File: config.mk
export PLATFORM = sky130hd
export DESIGN_NAME = fault_latch_supervisor
export DESIGN_NICKNAME = d
export VERILOG_FILES = /design/src/rtl/fls_pkg.sv /design/src/rtl/fls_qual_timer.sv /design/src/rtl/fls_datapath.sv /design/src/rtl/fls_control.sv /design/src/rtl/fault_latch_supervisor.sv
export SDC_FILE = /design/constraint.sdc
export NUM_CORES = 1
export LEC_CHECK = 0
export BUFFER_PORTS_ARGS = -buffer_cell sky130_fd_sc_hd__buf_4
export CELL_PAD_IN_SITES_DETAIL_PLACEMENT = 1
export CELL_PAD_IN_SITES_GLOBAL_PLACEMENT = 1
export CORE_MARGIN = 1.5
export CORE_UTILIZATION = 45
export CTS_CLUSTER_SIZE = 40
export DETAILED_ROUTE_END_ITERATION = 10
export PLACE_DENSITY_LB_ADDON = 0.1
export SLEW_MARGIN = 10
export SYNTH_ARGS = -nofsm -noshare
export SYNTH_HDL_FRONTEND = slang
export SYNTH_SLANG_ARGS = --single-unit
export TNS_END_PERCENT = 10
File: constraint.sdc
create_clock -name clk -period 4.7 [get_ports clk]
set_clock_uncertainty 0.05 [all_clocks]
set_input_delay 0.705 -clock clk [delete_from_list [all_inputs] [get_ports clk]]
set_output_delay 0.705 -clock clk [all_outputs]
set_load 0.1 [all_outputs]
File: src/rtl/fls_pkg.sv
package fls_pkg;
  localparam int NUM_QUAL = 2;
  localparam int QUAL_UV = 0;
  localparam int QUAL_OV = 1;

  typedef struct packed {
    logic clearTimers;
  } ctlStrobe_t;

  typedef struct packed {
    logic [NUM_QUAL-1:0] qualified;
  } qualStrobe_t;
endpackage

File: src/rtl/fls_qual_timer.sv
module fls_qual_timer #(
  parameter int QUAL_CYCLES = 50000
) (
  input  logic clk,
  input  logic porN,
  input  logic clearIn,
  input  logic condIn,
  output logic qualifiedOut
);
  localparam int CW = $clog2(QUAL_CYCLES + 1);
  localparam logic [CW-1:0] LAST_COUNT = CW'(QUAL_CYCLES - 1);
  localparam logic [CW-1:0] MAX_COUNT  = CW'(QUAL_CYCLES);

  logic [CW-1:0] runCount;

  always_ff @(posedge clk or negedge porN) begin
    if (!porN) begin
      runCount <= '0;
    end else if (clearIn || !condIn) begin
      runCount <= '0;
    end else if (runCount != MAX_COUNT) begin
      runCount <= runCount + 1'b1;
    end
  end

  always_comb begin
    qualifiedOut = condIn && !clearIn && (runCount >= LAST_COUNT);
  end
endmodule

File: src/rtl/fls_datapath.sv
module fls_datapath
  import fls_pkg::*;
#(
  parameter int UV_QUAL_CYCLES = 50000,
  parameter int OV_QUAL_CYCLES = 50000
) (
  input  logic        clk,
  input  logic        porN,
  input  logic        uvCmp,
  input  logic        ovCmp,
  input  ctlStrobe_t  ctlIn,
  output qualStrobe_t qualOut
);
  logic [NUM_QUAL-1:0] condVec;

  always_comb begin
    condVec = '0;
    condVec[QUAL_UV] = uvCmp;
    condVec[QUAL_OV] = ovCmp;
  end

  for (genvar g = 0; g < NUM_QUAL; g++) begin : gen_qual
    localparam int Q = (g == QUAL_UV) ? UV_QUAL_CYCLES : OV_QUAL_CYCLES;
    fls_qual_timer #(.QUAL_CYCLES(Q)) u_timer (
      .clk          (clk),
      .porN         (porN),
      .clearIn      (ctlIn.clearTimers),
      .condIn       (condVec[g]),
      .qualifiedOut (qualOut.qualified[g])
    );
  end
endmodule

File: src/rtl/fls_control.sv
module fls_control
  import fls_pkg::*;
(
  input  logic        clk,
  input  logic        porN,
  input  logic        enableIn,
  input  logic        ocFault,
  input  logic        sevAboveHigh,
  input  logic        sevBelowLow,
  input  qualStrobe_t qualIn,
  output ctlStrobe_t  ctlOut,
  output logic        hsGateEn,
  output logic        lsGateEn,
  output logic        lsGateForce,
  output logic        powerGood
);
  logic uvLatched;
  logic ovLatched;
  logic ocLatched;
  logic sevLatched;
  logic forceOn;
  logic ordFault;
  logic runAllowed;

  always_comb begin
    ctlOut.clearTimers = !enableIn;
  end

  always_ff @(posedge clk or negedge porN) begin
    if (!porN) begin
      uvLatched <= 1'b0;
      ovLatched <= 1'b0;
      ocLatched <= 1'b0;
    end else if (!enableIn) begin
      uvLatched <= 1'b0;
      ovLatched <= 1'b0;
      ocLatched <= 1'b0;
    end else begin
      if (qualIn.qualified[QUAL_UV]) uvLatched <= 1'b1;
      if (qualIn.qualified[QUAL_OV]) ovLatched <= 1'b1;
      if (ocFault)                   ocLatched <= 1'b1;
    end
  end

  always_ff @(posedge clk or negedge porN) begin
    if (!porN) begin
      sevLatched <= 1'b0;
      forceOn    <= 1'b0;
    end else begin
      if (sevAboveHigh) begin
        sevLatched <= 1'b1;
        forceOn    <= 1'b1;
      end else if (sevBelowLow) begin
        forceOn    <= 1'b0;
      end
    end
  end

  always_comb begin
    ordFault    = uvLatched || ovLatched || ocLatched;
    runAllowed  = enableIn && !ordFault && !sevLatched;
    hsGateEn    = runAllowed;
    lsGateEn    = runAllowed;
    powerGood   = runAllowed;
    lsGateForce = sevLatched && forceOn;
  end
endmodule

File: src/rtl/fault_latch_supervisor.sv
module fault_latch_supervisor
  import fls_pkg::*;
#(
  parameter int UV_QUAL_CYCLES = 50000,
  parameter int OV_QUAL_CYCLES = 50000
) (
  input  logic clk,
  input  logic porN,
  input  logic enableIn,
  input  logic uvCmp,
  input  logic ovCmp,
  input  logic ocFault,
  input  logic sevAboveHigh,
  input  logic sevBelowLow,
  output logic hsGateEn,
  output logic lsGateEn,
  output logic lsGateForce,
  output logic powerGood
);
  ctlStrobe_t  ctlBus;
  qualStrobe_t qualBus;

  fls_datapath #(
    .UV_QUAL_CYCLES (UV_QUAL_CYCLES),
    .OV_QUAL_CYCLES (OV_QUAL_CYCLES)
  ) u_datapath (
    .clk     (clk),
    .porN    (porN),
    .uvCmp   (uvCmp),
    .ovCmp   (ovCmp),
    .ctlIn   (ctlBus),
    .qualOut (qualBus)
  );

  fls_control u_control (
    .clk          (clk),
    .porN         (porN),
    .enableIn     (enableIn),
    .ocFault      (ocFault),
    .sevAboveHigh (sevAboveHigh),
    .sevBelowLow  (sevBelowLow),
    .qualIn       (qualBus),
    .ctlOut       (ctlBus),
    .hsGateEn     (hsGateEn),
    .lsGateEn     (lsGateEn),
    .lsGateForce  (lsGateForce),
    .powerGood    (powerGood)
  );
endmodule

# [After elaboration in Yosys (flattened, before gate mapping)]
# Index checks and enable logic that the tools add are counted.
[word_totals] out_inout_bits=4 rom_bits=0 mem_count=0 ff_bits=37 in_bits=8 ramBits=0 latch_bits=0 elab_cells=47
[op_classes] shifts=0 muxes=12 n_eq_ne=5 addsub=2 n_reduce_logical=19 bitwise_logic=0 n_mul=0 n_lt_le_gt_ge=2 n_div=0
[ops] operator="16-bit two-way mux" n=4
[ops] operator="16-bit by 1-bit adder with 16-bit output (second input constant)" n=2
[ops] operator="16-bit >= comparator (second input constant)" n=2
[ops] operator="16-bit != test (second input constant)" n=2
[ops] operator="1-bit two-way mux" n=8
[ops] operator="1-bit logical AND" n=7
[ops] operator="2-bit by 1-bit != test with 1-bit output (second input constant)" n=3
[ops] operator="2-bit nonzero test" n=3
[ops] operator="1-bit logical NOT" n=5
[ops] operator="1-bit logical OR" n=4

# [Depth between registers and ports, before layout]
# Gate-level depths: netlist of the first run.
[logic_depth] word_depth=5 ltp_mapped=6 ltp_nobuf=6

# [By module]
# From an unflattened synthesis of the first run, not the netlist that was laid out.
[unflattened] hier_cells=222 hier_area_um2=2075.7
[by_module_without_submodules] module="fls_qual_timer" instances=2 cells_per_inst=101 area_each_um2=937.1 seq_area_each_um2=400.4
[by_module_without_submodules] module="fls_control" instances=1 cells_per_inst=20 area_each_um2=201.4 seq_area_each_um2=125.1

# [Least setup slack after synthesis of the first run]
# No wires, ideal clock.
[synth_path] path_type="input-to-output" startpoint="input enableIn" endpoint="output lsGateEn" path_stages=3 n_path_buf=1 setup_slack_ns=0.507 arrival_time_ns=3.438 t_required_ns=3.945 cell_sequence="nand2_1 -> nor3_1 -> buf_4"
[synth_via] elab_chain_cells=2
[synth_lines] element="start: declaration" line="fault_latch_supervisor.sv:9" text="input logic enableIn,"
[synth_lines] element="1-bit logical AND (2 in series)" line="fls_control.sv:61" text="runAllowed = enableIn && !ordFault && !sevLatched;"
[synth_lines] element="end: declaration" line="fault_latch_supervisor.sv:16" text="output logic lsGateEn,"
# Every way passes these cells.

# [Worst setup path after layout of the first run]
[layout_path] startpoint="register u_control.ovLatched" endpoint="output lsGateEn"
[layout_via] elab_chain_cells=5
[layout_lines] element="start: declaration" line="fls_control.sv:18" text="logic ovLatched;"
[layout_lines] element="start signal: assignment" line="fls_control.sv:32" text="ovLatched <= 1'b0;"
[layout_lines] element="start signal: assignment" line="fls_control.sv:36" text="ovLatched <= 1'b0;"
[layout_lines] element="start signal: assignment" line="fls_control.sv:40" text="if (qualIn.qualified[QUAL_OV]) ovLatched <= 1'b1;"
[layout_lines] element="1-bit logical OR (2 in series)" line="fls_control.sv:60" text="ordFault = uvLatched || ovLatched || ocLatched;"
[layout_lines] element="1-bit logical NOT" line="fls_control.sv:61"
[layout_lines] element="1-bit logical AND (2 in series)" line="fls_control.sv:61"
# Every way passes these cells.

==> out/qor.yml, run 1 <==
placement:
  numPortBuffers: 11
  dp.cells: 247
  dp_hpwl_um: 2980
  place_congestion: 0.708
clock_network:
  cts_tree: "done"
  h-tree-depth: 2
  cts_setup_buffers: 0
  clkSinkCount: 37
  cts_hold_buf: 0
  clk_path_buf_depth: 2
  insertion_delay_ns: 0.29
  numCtsBuffers: 5
  cts_root_buffer: "clkbuf_8"
  clkTransAtPathRegs_ns: 0.08
  post_cts_resized: 0
synthesis:
  synth-edff-count: 0
  synth-compound-area-share: 0.0733
  synth_common_cells: "37 x dfrtp_1, 26 x nor2_1, 20 x xor2_1"
  synthDistinctLibCells: 35
  yosys.area_share.simple: 0.280
  synth_fa_ha_area_frac: 0.0260
  postSynthAreaPerCell_um2: 9.94
  synth.largest_area_cell: "dfrtp_1"
  async_reset_ff_frac: 1.00
  ys_seq_elements: 37
  synthMuxAreaShare: 0.0104
  seq_area_frac_synth: 0.480
  netlist_instances: 194
  post_synth_xor_area_fraction: 0.0999
  synth_top_flop_cell: "dfrtp_1"
  ys_top_cells_by_area: "dfrtp_1 48%, xor2_1 9.1%, nor2_1 5.1%"
  synth_nets: 206
  netlist.area_leader.share: 0.480
  synth_area_mm2: 0.00193
  synth_top_family_by_area: "simple AND/OR/NAND/NOR gates"
  yosysWarnings: 0
  synth.most_common_cell: "dfrtp_1"
die:
  coreArea_mm2: 0.00406
  dieArea_mm2: 0.00469
  io-pin-count: 12
  start_util: 0.475
  rows: 23
  die_x_um: 68.5
  die_y_um: 68.5
timing:
  min_period_ns: 2.25
  relSlewSlack: 0.614
  tns_ns: 0
  worst_pin_slew_ns: 0.578
  max_freq_ghz: 0.444
  fin_crit_sh: 0.480
  hold_violations: 0
  rsz0062_at_grt: "no"
  setup_viol: 0
  drv_slew: 0
global_routing:
  grt_max_degree: 38
  antenna_found_initial: 0
  gr-total-overflow: 0
  grt_pass1_wl_um: 7240
  grt_pass1_vias: 1516
  grtUsageTotal: 0.211
worst_setup_path:
  critical_path_buf_inv_count: 1
  worstPathMaxFanout: 3
  reg2regPathDepth: 6
  critPathLaunchType: "flip-flop"
  reg2reg_from: "u_datapath.gen_qual[1].u_timer.runCount[0]"
  path_cells: "nor2_1 > nand2_1 > nor3_1 > buf_4"
  r2r_setup_slack_ns: 2.74
  max_stage_delay_ns: 0.40
  crit_required_ns: 3.94
  cp.arrival_ns: 1.50
  cp_slowest_cell: "dfrtp_1"
  end_kind: "output port"
  crit_family: "simple AND/OR/NAND/NOR gates"
  worstReg2RegEnd: "u_datapath.gen_qual[1].u_timer.runCount[1]"
  critPathKind: "flip-flop to output port"
cells_and_area:
  design.final.nets: 216
  syn_to_final_growth_pct: 11.7
  layout-drive-gt1-share: 0.151
  antenna_cells: 0
  fin_cells: 255
run_status:
  status: "finished, final reports clean"
power:
  power_density_mw_per_mm2: 301
  ir_worst_vdd_mv: 0.170
  p_leak_nw: 0.894
routing:
  drt_wl_total_um: 4270
  num_vias: 1450
  via_per_inst: 5.69
  ant_nets: 0
  drt_iter0_drc: 104
  drt_pass1_iterations: 4
  drcViolationCount: 0
  wl_per_cell_um: 16.7
run:
  max-cap-violations: 0
worst_hold_path:
  min_path_type: "input port to async pin"
-- flip-flops by register name, summed over array words and instances, names as in the netlist --
name                                  count
u_control.forceOn                         1
u_control.ocLatched                       1
u_control.ovLatched                       1
u_control.sevLatched                      1
u_control.uvLatched                       1
u_datapath.gen_qual.u_timer.runCount     32
-- cell families after synthesis --
family	count (synthesis)
DFF	37
buffers and inverters	13
xor gates and xnor gates	22
and+or+nand+nor	92
muxes	2
adders and majority gates	4
AOI/OAI and AO/OA	24
-- cell usage in the layout (no fill, tap or decap), types with 3 or more instances in the layout --
cell      instances
xor2_1           20
nand2_1           9
inv_1             5
nor2_1           26
and2_1            5
buf_4            11
o21ai_0           7
nand3_1          12
ha_1              4
dfrtp_1          37
or3_1             6
a21oi_1          10
nand4_1          12
nor3_1            3
clkbuf_8          6
-- layer usage --
metal	routed length, µm	vias to the layer above	global-route usage	share of wire
met3	125	5	0.0411	0.029
met5	0	-	0	0
met4	49	0	0.0750	0.011
met1	2020	732	0.283	0.47
met2	2080	17	0.338	0.49
li1	-	696	-	-
-- cell type report --
| cell class | instances | area [µm²] |
|---|---|---|
| clock inverter | 2 | 37.5 |
| inverter | 5 | 18.8 |
| clock buffer | 6 | 82.6 |
| tap | 50 | 62.6 |
| multi-input combinational | 144 | 943 |
| sequential | 37 | 926 |
| fill | 458 | 1900 |
| timing repair buffer | 11 | 82.6 |
-- per-stage QoR --
stage	cell area [µm²]	worst slack, ns	total power (W)	util	hold WS [ns]
global route	2150	2.32	0.000672	0.531	0.350
floorplan	1930	0.507	0.000345	-	0.359
global placement	2030	2.50	0.000360	0.501	0.415
detailed placement	2030	2.45	0.000362	0.501	0.415
CTS	2150	2.40	0.000654	0.531	0.331
finish	2150	2.45	0.000648	0.531	0.314
-- power breakdown --
part / total, W / switching [W] / internal [W]
combinational: 0.0000314 / 0.0000214 / 0.00000993
sequential: 0.000323 / 0.00000208 / 0.000321
clock: 0.000294 / 0.000121 / 0.000173
total: 0.000648 / 0.000145 / 0.000503
-- worst max-delay path by stage --
| stage | startpoint | end | slack (ns) | cells past startpoint |
|---|---|---|---|---|
| after floorplan | enableIn | lsGateEn | 0.51 | 3 |
| after global placement | enableIn | lsGateEn | 2.50 | 4 |
| after detailed placement | enableIn | lsGateEn | 2.45 | 4 |
| after CTS | u_control.ovLatched | lsGateEn | 2.40 | 4 |
| after global routing | u_control.ovLatched | hsGateEn | 2.32 | 4 |
| final | u_control.ovLatched | lsGateEn | 2.45 | 4 |
Power figures use the tool's default switching activity.
==> run 2, diff against run 1 <==
clock period = 2.3 ns   (was 4.7 ns; I/O delays follow)
==> run 2 against run 1 <==
  * Critical path depth grew 2
  * Sequential power grew 100%
  * Largest cell class unchanged
  * Non-clock buffer count grew 1
  * Worst setup slack lost 2.1 ns
  * Critical path type is now flip-flop to flip-flop
  * Count of clock-buffer cells in the layout grew 1
  * Sequential share of layout area is essentially flat
  * Cell count grew 0.39%
  * Core utilization grew 0.062 points
==> out/qor.yml, run 2 (synthesis gave the netlist of run 1 again) <==
run_status:
  status: "finished, final reports clean"
routing:
  ant_nets: 0  # unchanged
  drcViolationCount: 0  # unchanged
  drt_iter0_drc: 85  # -18%
  num_vias: 1482  # +2.2%
  drt_wl_total_um: 4200  # -1.5%
  drt_pass1_iterations: 6  # +2
  via_per_inst: 5.79  # +1.8%
  wl_per_cell_um: 16.4  # -1.8%
worst_setup_path:
  reg2reg_from: "u_datapath.gen_qual[1].u_timer.runCount[0]"
  end_kind: "flip-flop"
  critPathLaunchType: "flip-flop"
  max_stage_delay_ns: 0.47  # +0.07 ns
  worstReg2RegEnd: "u_datapath.gen_qual[1].u_timer.runCount[1]"
  crit_required_ns: 2.40  # -1.54 ns
  path_cells: "inv_1 > ha_1 > or4b_4 > nor4_4 > mux2i_1 > nor2_1"
  critPathKind: "flip-flop to flip-flop"
  worstPathMaxFanout: 3  # unchanged
  cp.arrival_ns: 2.07  # +0.57 ns
  crit_family: "simple AND/OR/NAND/NOR gates"
  reg2regPathDepth: 6  # unchanged
  critical_path_buf_inv_count: 1  # unchanged
  cp_slowest_cell: "or4b_4"
  r2r_setup_slack_ns: 0.33  # -2.41 ns
global_routing:
  antenna_found_initial: 0  # unchanged
  gr-total-overflow: 0  # unchanged
  grtUsageTotal: 0.216  # +0.00466
  grt_pass1_wl_um: 7310  # +0.95%
  grt_pass1_vias: 1516  # unchanged
  grt_max_degree: 38  # unchanged
die:
  die_x_um: 68.5  # unchanged
  coreArea_mm2: 0.00406  # unchanged
  rows: 23  # unchanged
  die_y_um: 68.5  # unchanged
  start_util: 0.475  # unchanged
  io-pin-count: 12  # unchanged
  dieArea_mm2: 0.00469  # unchanged
power:
  power_density_mw_per_mm2: 570  # +89%
  p_leak_nw: 0.899  # +0.54%
  swShare: 0.228  # +0.00508
  p_int_w: 0.000948  # +88%
  total_power_w: 0.00123  # +90%
  ir_worst_vdd_mv: 0.273  # +61%
  seq_power_share: 0.537  # +0.039
  switchingPower_w: 0.000280  # +94%
  p_comb_frac: 0.054  # +0.006
  pwr-share-clk: 0.408  # -0.045
timing:
  worst_pin_slew_ns: 0.574  # -0.00435 ns
  drv_slew: 0  # unchanged
  fin_crit_sh: 0.856
  setup_viol: 0  # unchanged
  tns_ns: 0  # unchanged
  holdWs_ns: 0.191  # -0.123 ns
  hold_violations: 0  # unchanged
  min_period_ns: 1.97
  rsz0062_at_grt: "no"
  relSlewSlack: 0.617  # +0.00291
  max_freq_ghz: 0.508
worst_hold_path:
  min_to: "u_control.forceOn"
  min_from: "sevAboveHigh"
  min_path_type: "input port to flip-flop"
  whs_path_depth: 2
clock_network:
  clkTransAtPathRegs_ns: 0.07  # about the same
  cts_setup_buffers: 0  # unchanged
  insertion_delay_ns: 0.29  # about the same
  cts_root_buffer: "clkbuf_8"
  cts_tree: "done"
  h-tree-depth: 2  # unchanged
  clkSinkCount: 37  # unchanged
  numCtsBuffers: 5  # unchanged
  clk_path_buf_depth: 2  # unchanged
cells_and_area:
  layout-drive-gt1-share: 0.155  # +0.00412
  post-route-cell-area_mm2: 0.00216  # +0.12%
  final_common_cell: "dfrtp_1"
  top_register: "u_datapath.gen_qual.u_timer.runCount"
  multi_input_area_um2: 955  # +1.2%
  design.final.nets: 217  # +0.46%
  seq_area_um2: 926  # unchanged
  final_cell_mix: "37 x dfrtp_1, 26 x nor2_1, 20 x xor2_1"
  final.fill_count: 478  # +4.4%
  largest_reg_flops: 32  # unchanged
  antenna_cells: 0  # unchanged
  syn_to_final_growth_pct: 11.8
placement:
  numPortBuffers: 11  # unchanged
  placed_cell_area_mm2: 0.00204  # +0.55%
  place_congestion: 0.728  # +2.8%
  dp_hpwl_um: 3060  # +2.8%
run:
  max-cap-violations: 0  # unchanged
## run 2: cell types whose count changed in the layout (fill, tap and decap cells not counted)
cell | previous run | this run
bufinv_16 | 1 | 0
clkinvlp_4 | 1 | 0
dlygate4sd3_1 | 0 | 1
clkinv_2 | 0 | 1
nor3_1 | 3 | 2
clkbuf_8 | 6 | 7
nor3_4 | 0 | 1
## run 2: through the flow
stage	util	setup slack (ns)	cells
after detailed placement	0.504	0.313	247
after floorplan	-	0.150	194
final	0.531	0.330	256
after global routing	0.531	0.246	256
after CTS	0.531	0.304	256
after global placement	0.504	0.437	247
## run 2: how the worst max path moves through the flow
| stage | cells past startpoint | start | slack (ns) | to |
|---|---|---|---|---|
| 2_1_floorplan | 4 | u_control.ovLatched | 0.15 | lsGateEn |
| 3_3_place_gp | 6 | u_datapath.gen_qual[1].u_timer.runCount[0] | 0.44 | u_datapath.gen_qual[1].u_timer.runCount[1] |
| 3_5_place_dp | 6 | u_datapath.gen_qual[1].u_timer.runCount[0] | 0.31 | u_datapath.gen_qual[1].u_timer.runCount[1] |
| 4_1_cts | 6 | u_datapath.gen_qual[1].u_timer.runCount[0] | 0.30 | u_datapath.gen_qual[1].u_timer.runCount[1] |
| 5_1_grt | 6 | u_datapath.gen_qual[1].u_timer.runCount[0] | 0.25 | u_datapath.gen_qual[1].u_timer.runCount[1] |
| 6_report | 6 | u_datapath.gen_qual[1].u_timer.runCount[0] | 0.33 | u_datapath.gen_qual[1].u_timer.runCount[1] |
## run 2: per-layer routing
metal	global-route usage	up-vias	routed length [µm]
li1	-	705	-
met1	0.284	744	1930
met2	0.333	24	2050
met3	0.0592	9	159
met4	0.0875	0	72
met5	0	-	0
## run 2: area by class of cell
class / instances / share of cell area
Clock buffer: 7 / 0.0447
Clock inverter: 1 / 0.00232
Inverter: 5 / 0.00871
Multi-Input combinational cell: 144 / 0.443
Sequential cell: 37 / 0.429
Tap cell: 50 / 0.0290
Timing Repair Buffer: 12 / 0.0429
## run 2: power groups by stage
stage / logic (W) / clock network (W) / registers (W)
global placement: 0.0000631 / 0 / 0.000673
CTS: 0.0000691 / 0.000515 / 0.000660
detailed placement: 0.0000675 / 0 / 0.000673
floorplan: 0.0000341 / 0 / 0.000672
global route: 0.0000753 / 0.000539 / 0.000661
finish: 0.0000665 / 0.000502 / 0.000660
## run 2: repair_timing
| item | CTS | global route |
|---|---|---|
| gates resized for setup | 0 | 0 |
| hold endpoints to repair | 37 | 0 |
| hold buffers | 1 | 0 |
==> run 3, diff against run 2 <==
PLACE_DENSITY_LB_ADDON = 0.2   (was 0.1)
==> run 3 against run 2 <==
  * Sequential cell count unchanged
  * Cell count is the same
  * Sequential share of layout area decreased by 0.30 points
  * Total power rose by 7.3%
  * Wire length is 3.2% higher
  * Combinational power barely moved
  * Worst setup slack better by 0.048 ns
  * Via count stayed put
==> out/qor.yml, run 3 (synthesis gave the netlist of run 1 again) <==
run_status:
  status: "finished, final reports clean"
worst_hold_path:
  min_path_type: "input port to flip-flop"
power:
  p_leak_nw: 0.903  # +0.47%
  ir_worst_vdd_mv: 0.311  # +14%
  power_density_mw_per_mm2: 607  # +6.5%
die:
  start_util: 0.475  # unchanged
  io-pin-count: 12  # unchanged
  die_x_um: 68.5  # unchanged
  die_y_um: 68.5  # unchanged
  rows: 23  # unchanged
  dieArea_mm2: 0.00469  # unchanged
  coreArea_mm2: 0.00406  # unchanged
clock_network:
  cts_root_buffer: "clkbuf_8"
  cts_setup_buffers: 0  # unchanged
  cts_hold_buf: 1  # unchanged
  cts_tree: "done"
  clkTransAtPathRegs_ns: 0.07  # about the same
  clk_path_buf_depth: 2  # unchanged
  post_cts_resized: 0  # unchanged
  insertion_delay_ns: 0.29  # about the same
  clkSinkCount: 37  # unchanged
  h-tree-depth: 2  # unchanged
  numCtsBuffers: 5  # unchanged
routing:
  drt_pass1_iterations: 4  # -2
  drt_wl_total_um: 4340  # +3.2%
  ant_nets: 0  # unchanged
  num_vias: 1482  # unchanged
  via_per_inst: 5.79  # unchanged
  drt_iter0_drc: 103  # +21%
  wl_per_cell_um: 16.9  # +3.2%
  drcViolationCount: 0  # unchanged
worst_setup_path:
  end_kind: "flip-flop"
  critPathKind: "flip-flop to flip-flop"
  path_cells: "inv_1 > ha_1 > or4b_4 > nor4_4 > mux2i_1 > nor2_1"
  critical_path_buf_inv_count: 1  # unchanged
  max_stage_delay_ns: 0.46  # about the same
  crit_required_ns: 2.41  # about the same
  cp_slowest_cell: "or4b_4"
  cp.arrival_ns: 2.03  # -0.04 ns
  worstPathMaxFanout: 3  # unchanged
  crit_family: "simple AND/OR/NAND/NOR gates"
  critPathLaunchType: "flip-flop"
global_routing:
  grtUsageMet3: 0.0543  # -0.00493
  gr-usage-met2: 0.369  # +0.0361
  antenna_found_initial: 0  # unchanged
  use_met1: 0.261  # -0.0232
  grtUsageTotal: 0.213  # -0.00216
  gr-total-overflow: 0  # unchanged
  grt.busiest_layer: "met2"
  grt_pass1_wl_um: 7260  # -0.67%
  grt_max_degree: 38  # unchanged
  grt_pass1_vias: 1567  # +3.4%
cells_and_area:
  final_cell_mix: "37 x dfrtp_1, 26 x nor2_1, 20 x xor2_1"
  largest_reg_flops: 32  # unchanged
  design.final.nets: 217  # unchanged
  fin_cells: 256  # unchanged
  final_common_cell: "dfrtp_1"
  final.fill_count: 453  # -5.2%
  syn_to_final_growth_pct: 12.6
  layout-drive-gt1-share: 0.150  # -0.00485
  top_register: "u_datapath.gen_qual.u_timer.runCount"
  seq_area_um2: 926  # unchanged
  antenna_cells: 0  # unchanged
  multi_input_area_um2: 955  # unchanged
timing:
  rsz0062_at_grt: "no"
  relSlewSlack: 0.623  # +0.00690
  min_period_ns: 1.92  # -0.0480 ns
  tns_ns: 0  # unchanged
  fin_ws_ns: 0.378  # +0.0480 ns
  fin_crit_sh: 0.835  # -0.0209
  worst_pin_slew_ns: 0.563  # -0.0103 ns
  hold_violations: 0  # unchanged
  max_freq_ghz: 0.520  # +2.5%
  setup_viol: 0  # unchanged
  drv_slew: 0  # unchanged
placement:
  place_congestion: 0.778  # +6.9%
  numPortBuffers: 11  # unchanged
  pre_cts_ws_ns: 0.369  # +0.0560 ns
  dp_hpwl_um: 3040  # -0.85%
  dp.cells: 247  # unchanged
run:
  max-cap-violations: 0  # unchanged
==> run 3: cell count changes in the layout (fill, tap and decap cells not counted), sizes merged <==
cell,before,now
bufinv,0,1
clkinv,1,0
==> run 3: worst paths after layout <==
kind | startpoint | endpoint | slack (ns) | cells after the start
max reg2reg | u_datapath.gen_qual[1].u_timer.runCount[0] | u_datapath.gen_qual[1].u_timer.runCount[1] | 0.38 | 6
min in group asynchronous | porN | u_datapath.gen_qual[1].u_timer.runCount[13] | 0.49 | 2
min | sevAboveHigh | u_control.forceOn | 0.19 | 2
max in group asynchronous | porN | u_datapath.gen_qual[1].u_timer.runCount[7] | 1.36 | 2
min reg2reg | u_control.forceOn | u_control.forceOn | 0.45 | 1
max | u_datapath.gen_qual[1].u_timer.runCount[0] | u_datapath.gen_qual[1].u_timer.runCount[1] | 0.38 | 6
==> run 3: metal layers <==
metal	routed length (µm)	vias up	part of all wire
met5	0	-	0
met4	53	0	0.012
met3	163	5	0.038
met2	2190	27	0.51
met1	1930	751	0.44
li1	-	699	-
==> run 3: metrics by stage <==
step / area (µm²) / util / power [W] / hold slack (ns)
finish: 2170 / 0.535 / 0.00132 / 0.193
global route: 2170 / 0.535 / 0.00137 / 0.189
CTS: 2170 / 0.535 / 0.00133 / 0.192
detailed placement: 2040 / 0.504 / 0.000740 / 0.289
global placement: 2040 / 0.504 / 0.000736 / 0.277
floorplan: 1940 / - / 0.000706 / -0.000591
==> run 3: worst reg2reg max path, stage by stage (launching register included) <==
cell and delay (ns):
dfrtp_1 0.39, inv_1 0.09, ha_1 0.14, or4b_4 0.46
nor4_4 0.37, mux2i_1 0.24, nor2_1 0.05
==> run 3: area by class of cell <==
cell class / instances / share of cell area
well taps: 50 / 0.0288
clock buffers: 7 / 0.0398
repair buffers: 12 / 0.0427
flip-flops and latches: 37 / 0.427
clock inverters: 1 / 0.0138
inverters: 5 / 0.00865
multi-input cells: 144 / 0.440
==> run 3: report_power, final <==
| part | switching (W) | total, W | internal [W] |
|---|---|---|---|
| clock network | 0.000238 | 0.000591 | 0.000354 |
| registers | 0.00000466 | 0.000660 | 0.000656 |
| logic | 0.0000450 | 0.0000664 | 0.0000213 |
